==> config.mk <==
export PLATFORM = sky130hd
export DESIGN_NAME = rdclk_mode_ctrl
export DESIGN_NICKNAME = d
export VERILOG_FILES = /design/src/rtl/rdclk_pkg.sv /design/src/rtl/rck_refdiv.sv /design/src/rtl/rck_cmd_latch.sv /design/src/rtl/rck_policy_fsm.sv /design/src/rtl/rdclk_mode_ctrl.sv
export SDC_FILE = /design/constraint.sdc
export NUM_CORES = 1
export LEC_CHECK = 0
export BUFFER_PORTS_ARGS = -buffer_cell sky130_fd_sc_hd__buf_2
export CAP_MARGIN = 20
export CELL_PAD_IN_SITES_DETAIL_PLACEMENT = 2
export CELL_PAD_IN_SITES_GLOBAL_PLACEMENT = 2
export CORE_MARGIN = 8
export CORE_UTILIZATION = 27
export CTS_CLUSTER_DIAMETER = 50
export CTS_CLUSTER_SIZE = 16
export DETAILED_ROUTE_END_ITERATION = 10
export PLACE_DENSITY = 0.76
export SYNTH_ARGS = -nofsm -noshare
export SYNTH_HDL_FRONTEND = slang
export SYNTH_SLANG_ARGS = --single-unit
==> constraint.sdc <==
create_clock -name clk -period 1.6 [get_ports clk]
set_input_delay 0.08 -clock clk [delete_from_list [all_inputs] [get_ports clk]]
set_output_delay 0.08 -clock clk [all_outputs]
set_load 0.01 [all_outputs]
==> src/rtl/rdclk_pkg.sv <==
package rdclk_pkg;

    typedef enum logic [1:0] {
        MODE_ALWAYS = 2'b00,
        MODE_OFF    = 2'b01,
        MODE_CMD    = 2'b10,
        MODE_READ   = 2'b11
    } rck_mode_e;

    typedef enum logic [2:0] {
        S_DISABLED   = 3'd0,
        S_FREE       = 3'd1,
        S_SLEEP_HALT = 3'd2,
        S_PARKED     = 3'd3,
        S_ACTIVE     = 3'd4
    } rck_state_e;

    localparam int unsigned CMD_START = 0;
    localparam int unsigned CMD_STOP  = 1;
    localparam int unsigned CMD_READ  = 2;
    localparam int unsigned NUM_CMDS  = 3;

endpackage

==> src/rtl/rck_refdiv.sv <==
module rck_refdiv #(
    parameter int unsigned DIV_LOG2 = 2
) (
    input  logic clk,
    input  logic rst_n,
    output logic ref_o,
    output logic tick_o
);
    localparam int unsigned PW = (DIV_LOG2 < 1) ? 1 : DIV_LOG2;

    logic [PW-1:0] phase_q;

    always_ff @(posedge clk or negedge rst_n) begin
        if (!rst_n) begin
            phase_q <= '0;
        end else begin
            phase_q <= phase_q + 1'b1;
        end
    end

    // High half of the count is the high phase of the reference.
    assign ref_o  = phase_q[PW-1];
    // Last write-clock cycle of the period: decision edge follows.
    assign tick_o = &phase_q;
endmodule

==> src/rtl/rck_cmd_latch.sv <==
module rck_cmd_latch #(
    parameter int unsigned N = 3
) (
    input  logic         clk,
    input  logic         rst_n,
    input  logic         tick_i,
    input  logic [N-1:0] strobe_i,
    output logic [N-1:0] seen_o
);
    logic [N-1:0] pend_q;

    for (genvar g = 0; g < N; g++) begin : g_hold
        always_ff @(posedge clk or negedge rst_n) begin
            if (!rst_n) begin
                pend_q[g] <= 1'b0;
            end else if (tick_i) begin
                pend_q[g] <= 1'b0;
            end else if (strobe_i[g]) begin
                pend_q[g] <= 1'b1;
            end
        end
        // A strobe in the decision cycle itself still counts.
        assign seen_o[g] = pend_q[g] | strobe_i[g];
    end
endmodule

==> src/rtl/rck_policy_fsm.sv <==
module rck_policy_fsm
    import rdclk_pkg::*;
(
    input  logic      clk,
    input  logic      rst_n,
    input  logic      tick_i,
    input  rck_mode_e mode_i,
    input  logic      sleep_i,
    input  logic      start_seen_i,
    input  logic      stop_seen_i,
    input  logic      read_seen_i,
    output logic      en_o
);
    rck_state_e state_q, state_d;
    logic       trig;

    always_ff @(posedge clk or negedge rst_n) begin
        if (!rst_n) begin
            state_q <= S_DISABLED;
        end else begin
            state_q <= state_d;
        end
    end

    always_comb begin
        state_d = state_q;
        trig    = 1'b0;
        if (tick_i) begin
            unique case (mode_i)
                MODE_ALWAYS: state_d = sleep_i ? S_SLEEP_HALT : S_FREE;
                MODE_OFF:    state_d = S_DISABLED;
                MODE_CMD, MODE_READ: begin
                    trig = (mode_i == MODE_CMD) ? start_seen_i : read_seen_i;
                    if (stop_seen_i) begin
                        state_d = S_PARKED;
                    end else if (trig || state_q == S_ACTIVE) begin
                        state_d = S_ACTIVE;
                    end else begin
                        state_d = S_PARKED;
                    end
                end
                default: state_d = S_DISABLED;
            endcase
        end
    end

    always_comb begin
        unique case (state_q)
            S_FREE, S_ACTIVE:                       en_o = 1'b1;
            S_DISABLED, S_SLEEP_HALT, S_PARKED:     en_o = 1'b0;
            default:                                en_o = 1'b0;
        endcase
    end
endmodule

==> src/rtl/rdclk_mode_ctrl.sv <==
module rdclk_mode_ctrl
    import rdclk_pkg::*;
#(
    parameter int unsigned DIV_LOG2 = 2
) (
    input  logic       clk,
    input  logic       rst_n,
    input  logic [1:0] mode_i,
    input  logic       start_cmd_i,
    input  logic       stop_cmd_i,
    input  logic       read_cmd_i,
    input  logic       sleep_i,
    output logic       ref_clk_o,
    output logic       rclk_en_o,
    output logic       rclk_o
);
    logic                tick;
    logic [NUM_CMDS-1:0] strobes;
    logic [NUM_CMDS-1:0] seen;

    rck_refdiv #(.DIV_LOG2(DIV_LOG2)) u_div (
        .clk    (clk),
        .rst_n  (rst_n),
        .ref_o  (ref_clk_o),
        .tick_o (tick)
    );

    assign strobes[CMD_START] = start_cmd_i;
    assign strobes[CMD_STOP]  = stop_cmd_i;
    assign strobes[CMD_READ]  = read_cmd_i;

    rck_cmd_latch #(.N(NUM_CMDS)) u_latch (
        .clk      (clk),
        .rst_n    (rst_n),
        .tick_i   (tick),
        .strobe_i (strobes),
        .seen_o   (seen)
    );

    rck_policy_fsm u_fsm (
        .clk          (clk),
        .rst_n        (rst_n),
        .tick_i       (tick),
        .mode_i       (rck_mode_e'(mode_i)),
        .sleep_i      (sleep_i),
        .start_seen_i (seen[CMD_START]),
        .stop_seen_i  (seen[CMD_STOP]),
        .read_seen_i  (seen[CMD_READ]),
        .en_o         (rclk_en_o)
    );

    assign rclk_o = rclk_en_o & ref_clk_o;
endmodule

# Word-level counts from Yosys, hierarchy flattened
# Index checks and enable logic that the tools add are counted.
# totals
output_inout_bits	3
wordCells	35
register_bits	8
# op_classes
n_bitwise	4
muxes	12
n_reduce_logical	8
n_addsub	1
n_eq_ne	5
# ops
cell	n
one-hot mux 3 bit (3 select lines)	1
two-way mux 1 bit	8
two-way mux 3 bit	2
nonzero test 2 bit	3
equality test 2 bit, second input constant	2
OR reduction 2 bit	2
equality test 3 x 1 -> 1 bit, second input constant	1
equality test 3 bit, second input constant	1
bitwise OR 1 bit	3
adder 2 x 1 -> 2 bit, second input constant	1
equality test 2 x 1 -> 1 bit, second input constant	1
logical NOT 2 bit	1
two-way mux 2 bit	1
AND reduction 2 bit	1
AND 1 bit	1
logical OR 1 bit	1

# Longest topological paths before layout
# depth
ltp_word	6
mapped_depth	4
depth_no_buf	4

# Modules after synthesis
# From an unflattened synthesis, not the netlist that was laid out.
# unflattened
hier_cells	36
area_unflattened_um2	410.4
# by_module_without_submodules
mod	area_per_inst_um2	seq_area_each_um2	cells_per_inst	n_inst
rck_policy_fsm	214.0	75.1	22	1
rck_cmd_latch	123.9	75.1	9	1
rck_refdiv	66.3	50.0	4	1
rdclk_mode_ctrl	6.3	0.0	1	1

# Worst setup path before layout
# OpenSTA, ideal clock, no wires.
# synth_timing
kind	flip-flop to flip-flop
start	register u_div.phase_q[1]
end	register u_fsm.state_q[1]
path_stages_with_launch	5
setup_slack_ns	0.292
required_time_ns	1.463
period_less_slack_ns	1.308
arrival_time_ns	1.170
path_buffers	1
path_cell_list	dfrtp_1 ha_1 clkbuf_1 o311a_1 a221oi_2
# synth_between
elab_chain_len	1
# synth_rtl
element	line	rtl
start: declaration	rck_refdiv.sv:11	logic [PW-1:0] phase_q;
start signal: assignment	rck_refdiv.sv:17	phase_q <= phase_q + 1'b1;
AND reduction 2 bit	rck_refdiv.sv:24	assign tick_o = &phase_q;
net tick	rdclk_mode_ctrl.sv:17	logic tick;
end signal: assignment	rck_policy_fsm.sv:21	state_q <= state_d;
end: declaration	rck_policy_fsm.sv:14	rck_state_e state_q, state_d;
# The timed path passes the listed nets, and every way through them passes these cells.
# A chain may end at the register's enable or synchronous reset.

# Final worst setup path
# layout_timing
start	register u_latch.pend_q[2]
end	register u_fsm.state_q[1]
# layout_between
elab_chain_len	6
# layout_rtl
element	line	rtl
start: declaration	rck_cmd_latch.sv:10	logic [N-1:0] pend_q;
start signal: indexed assignment	rck_cmd_latch.sv:15	pend_q[g] <= 1'b0;
start signal: indexed assignment	rck_cmd_latch.sv:17	pend_q[g] <= 1'b0;
start signal: indexed assignment	rck_cmd_latch.sv:19	pend_q[g] <= 1'b1;
bitwise OR 1 bit	rck_cmd_latch.sv:23	assign seen_o[g] = pend_q[g] | strobe_i[g];
two-way mux 1 bit	rck_policy_fsm.sv:33	trig = (mode_i == MODE_CMD) ? start_seen_i : read_seen_i;
logical OR 1 bit	rck_policy_fsm.sv:36	end else if (trig || state_q == S_ACTIVE) begin
two-way mux 3 bit	rck_policy_fsm.sv:36	
two-way mux 3 bit	rck_policy_fsm.sv:34	if (stop_seen_i) begin
one-hot mux 3 bit (3 select lines)	rck_policy_fsm.sv:29	unique case (mode_i)
# Every way passes these cells.

==> qor.log <==
qor: cts.cts_setup_buffers 0
qor: setup_path.critical_path.cell_chain nor2_1, a21oi_1, o311a_1, a221oi_2
qor: layout.antenna-diode-count 0
qor: layout.drive_above_1_share 0.3000
qor: cts.cts-root-buf sky130_fd_sc_hd__clkbuf_4
qor: detailed_routing.post_drt_via_cell_ratio 5.031
qor: logic_synthesis.syn_inst 37
qor: power_and_ir_drop.flop_pwr_share 0.526
qor: cts.clock_path_buffers 2
qor: setup_path.worst_setup_path_end_kind flop
qor: run_status.status complete, no violations
qor: sta.setup_slack 254.1 ps
qor: detailed_routing.drtPass1Iterations 3
qor: setup_path.cp_top_family compound AO/OA/AOI/OAI gates
qor: power_and_ir_drop.p_switching 0.09329 mW
qor: cts.cts_max_level 1
qor: flow_run.maxCapViolations 0
qor: logic_synthesis.synth.avg_cell_area 10.04 um2
qor: cts.numCtsBuffers 3
qor: logic_synthesis.largest_cells_by_area_after_synthesis sky130_fd_sc_hd__dfrtp_1, sky130_fd_sc_hd__nor2_1, sky130_fd_sc_hd__a221oi_2, sky130_fd_sc_hd__nor3b_1, sky130_fd_sc_hd__ha_1
qor: layout.layout.nets 61
qor: detailed_routing.dr.first_iter.drc_count 3
qor: grt.vias_in_the_first_global_route 382
qor: logic_synthesis.synth_fp_nets 46
qor: logic_synthesis.synth.distinct_cells 14
qor: setup_path.crit_arrival 1500 ps
qor: layout.final_area 469.2 um2
qor: grt.grt_first_pass_wirelength 1.635 mm
qor: floorplan.core_area 1301 um2
qor: sta.tightest_slew 346.2 ps
qor: setup_path.worst_setup_path_start_kind flop
qor: detailed_routing.detail_route.wl_per_cell 14.45 um
qor: placed_design.pre_cts_slack 248.1 ps
qor: sta.fmax 0.7430 GHz
qor: sta.final_layout_setup_total_negative_slack 0 ps
qor: floorplan.die_y 53.10 um
qor: sta.timing.final.crit_share 0.8412
qor: sta.holdWs 70.75 ps
qor: cts.skew_pair_late_insertion_delay 250 ps
qor: sta.finalClockSkew 6.073 ps
qor: logic_synthesis.netlist.top_cell.by_area sky130_fd_sc_hd__dfrtp_1
qor: cts.clk_pin_slew 50 ps
qor: setup_path.worstSetupPathType flop to flop
qor: placed_design.gp_routability_congestion 0.7264
qor: sta.report.final.hold_viol_count 0
qor: floorplan.floorplan.io_pins 11
qor: sta.post-route-min-period 1346 ps
qor: placed_design.placed_cell_areas 436.7 um2
qor: power_and_ir_drop.cellLeakagePower 0.2312 nW
qor: sta.setup_violations 0
qor: logic_synthesis.synth_warn 0
qor: setup_path.cp.required 1750 ps
qor: power_and_ir_drop.vdd_drop_max 0.3271 mV
qor: sta.timing_max_transition_violations_final 0
qor: floorplan.standard_cell_row_count 13
qor: detailed_routing.drc_errors 0
qor: cts.cts.sinks 8
qor: placed_design.place.port_buffers 10
qor: logic_synthesis.post_synthesis_sequential_area_ratio 0.5387
qor: power_and_ir_drop.cellInternalPower 0.3162 mW
qor: power_and_ir_drop.powerDensity 872.7 nW/um2
qor: cts.tritoncts built
qor: layout.utilization 0.3606
qor: floorplan.die_width 53.10 um
qor: grt.antenna_found_initial 0
qor: floorplan.die_area 2820 um2
qor: min_path.holdPathStages 3
qor: setup_path.worstRegToRegCells 4
qor: setup_path.crit_fanout 3
qor: logic_synthesis.synth.top_cell.area_share 0.5387
qor: setup_path.critical_path_depth 4
qor: sta.setup_repair_after_global_routing_missed_its_margin false
qor: logic_synthesis.ys_ff_latch 8
qor: detailed_routing.vias 327
qor: setup_path.worst_path_largest_cell_delay 400 ps
qor: sta.slew_headroom 0.7692
qor: floorplan.initial_utilization 0.2856
qor: detailed_routing.routed_wirelength 939 um
qor: logic_synthesis.mappedNetlistArea 371.6 um2
qor: grt.grt_start_max_net_pins 10
qor: grt.overflow 0
qor: grt.global_route.usage.total 0.07982
qor: power_and_ir_drop.netSwitchingFraction 0.2278
qor: setup_path.worst_path_max_delay_cell sky130_fd_sc_hd__o311a_1
qor: min_path.worst_hold_path_type primary input to flop
qor: setup_path.path_buf_inv 0
qor: power_and_ir_drop.power.share.combinational 0.111
qor: power_and_ir_drop.clockPowerShare 0.363
qor: layout.fillers 150
qor: detailed_routing.route.antenna.remaining_nets 0
qor: layout.syn_to_layout_area_delta 26.26%
-- through the flow --
stage	std cells	total power, mW
6_report	65	0.4095
5_1_grt	65	0.4434
4_1_cts	65	0.4206
3_5_place_dp	61	0.2639
3_3_place_gp	61	0.2599
2_1_floorplan	37	0.2389
-- metal layers --
layer	vias up	GRT usage	routed length, um
met3	2	0.01961	63
li1	152	-	-
met4	0	0.06303	19
met1	163	0.09455	419
met5	-	0	0
met2	10	0.1191	437
-- cell usage in the layout, fill, tap and decap left out --
cell / netlist / routed
sky130_fd_sc_hd__nor2_1: 12 / 12
sky130_fd_sc_hd__buf_2: 0 / 10
sky130_fd_sc_hd__dfrtp_1: 8 / 8
sky130_fd_sc_hd__inv_1: 3 / 3
sky130_fd_sc_hd__clkbuf_4: 0 / 3
sky130_fd_sc_hd__a21oi_1: 2 / 2
sky130_fd_sc_hd__nor3b_1: 2 / 2
sky130_fd_sc_hd__a221oi_2: 2 / 2
sky130_fd_sc_hd__xnor2_1: 1 / 1
sky130_fd_sc_hd__and2_1: 1 / 1
sky130_fd_sc_hd__nand2_1: 1 / 1
sky130_fd_sc_hd__o311a_1: 1 / 1
sky130_fd_sc_hd__or3_1: 1 / 1
sky130_fd_sc_hd__a22o_1: 1 / 1
sky130_fd_sc_hd__ha_1: 1 / 1
sky130_fd_sc_hd__dlygate4sd3_1: 0 / 1
-- logic make-up (layout without fill, tap and decap cells) --
kind of cell,count (synthesis),count (layout),share of synthesized area
simple gates,17,17,0.2054
flops,8,8,0.5387
compound gates,6,6,0.1583
buf+inv,4,17,0.04039
fa+ha+maj,1,1,0.03366
xor+xnor,1,1,0.02357
-- area by class of cell --
type	instances	area, um2	area share
multi-input combinational	25	156.4	0.3333
clock buffer	3	22.52	0.04800
tap	15	18.77	0.04000
sequential	8	200.2	0.4267
inverter	3	11.26	0.02400
timing repair buffer	11	60.06	0.1280
-- cells in the mapped netlist --
| library cell | n |
|---|---|
| sky130_fd_sc_hd__clkbuf_1 | 1 |
| sky130_fd_sc_hd__nor3b_1 | 2 |
| sky130_fd_sc_hd__a21oi_1 | 2 |
| sky130_fd_sc_hd__nor2_1 | 12 |
| sky130_fd_sc_hd__a221oi_2 | 2 |
| sky130_fd_sc_hd__and2_1 | 1 |
| sky130_fd_sc_hd__dfrtp_1 | 8 |
| sky130_fd_sc_hd__o311a_1 | 1 |
| sky130_fd_sc_hd__nand2_1 | 1 |
| sky130_fd_sc_hd__xnor2_1 | 1 |
| sky130_fd_sc_hd__ha_1 | 1 |
| sky130_fd_sc_hd__a22o_1 | 1 |
| sky130_fd_sc_hd__or3_1 | 1 |
| sky130_fd_sc_hd__inv_1 | 3 |
-- sequential cells by signal, summed over array words and instances (netlist names) --
name,flops
u_div.phase_q,2
u_fsm.state_q,3
u_latch.pend_q,3
-- final timing paths --
path,slack [ps],end,from
max in group asynchronous,1220,u_fsm.state_q[0]$_DFFE_PN0P_,rst_n
min,70,u_latch.pend_q[2]$_DFFE_PN0P_,read_cmd_i
min in group asynchronous,200,u_div.phase_q[0]$_DFF_PN0_,rst_n
min reg2reg,440,u_div.phase_q[0]$_DFF_PN0_,u_div.phase_q[0]$_DFF_PN0_
max,250,u_fsm.state_q[1]$_DFFE_PN0P_,u_latch.pend_q[2]$_DFFE_PN0P_
max reg2reg,250,u_fsm.state_q[1]$_DFFE_PN0P_,u_latch.pend_q[2]$_DFFE_PN0P_
-- power by group through the flow --
stage	Combinational, mW	Clock (mW)	Sequential, mW
finish	0.0455	0.149	0.215
CTS	0.0470	0.158	0.215
floorplan	0.0213	0	0.218
detailed placement	0.0449	0	0.219
global placement	0.0412	0	0.219
global route	0.0521	0.175	0.216
-- worst register-to-register path, cell delays in order (launching register included) --
cell                       delay, ps
sky130_fd_sc_hd__dfrtp_1         360
sky130_fd_sc_hd__nor2_1          150
sky130_fd_sc_hd__a21oi_1          60
sky130_fd_sc_hd__o311a_1         400
sky130_fd_sc_hd__a221oi_2        280
-- repair_timing --
item                                    4_1_cts  5_1_grt
resized for setup                             0        0
endpoints found under the setup margin        0        0
hold buffers                                  1        0
hold endpoints to repair                      8        0
(Power assumes the default switching activity.)
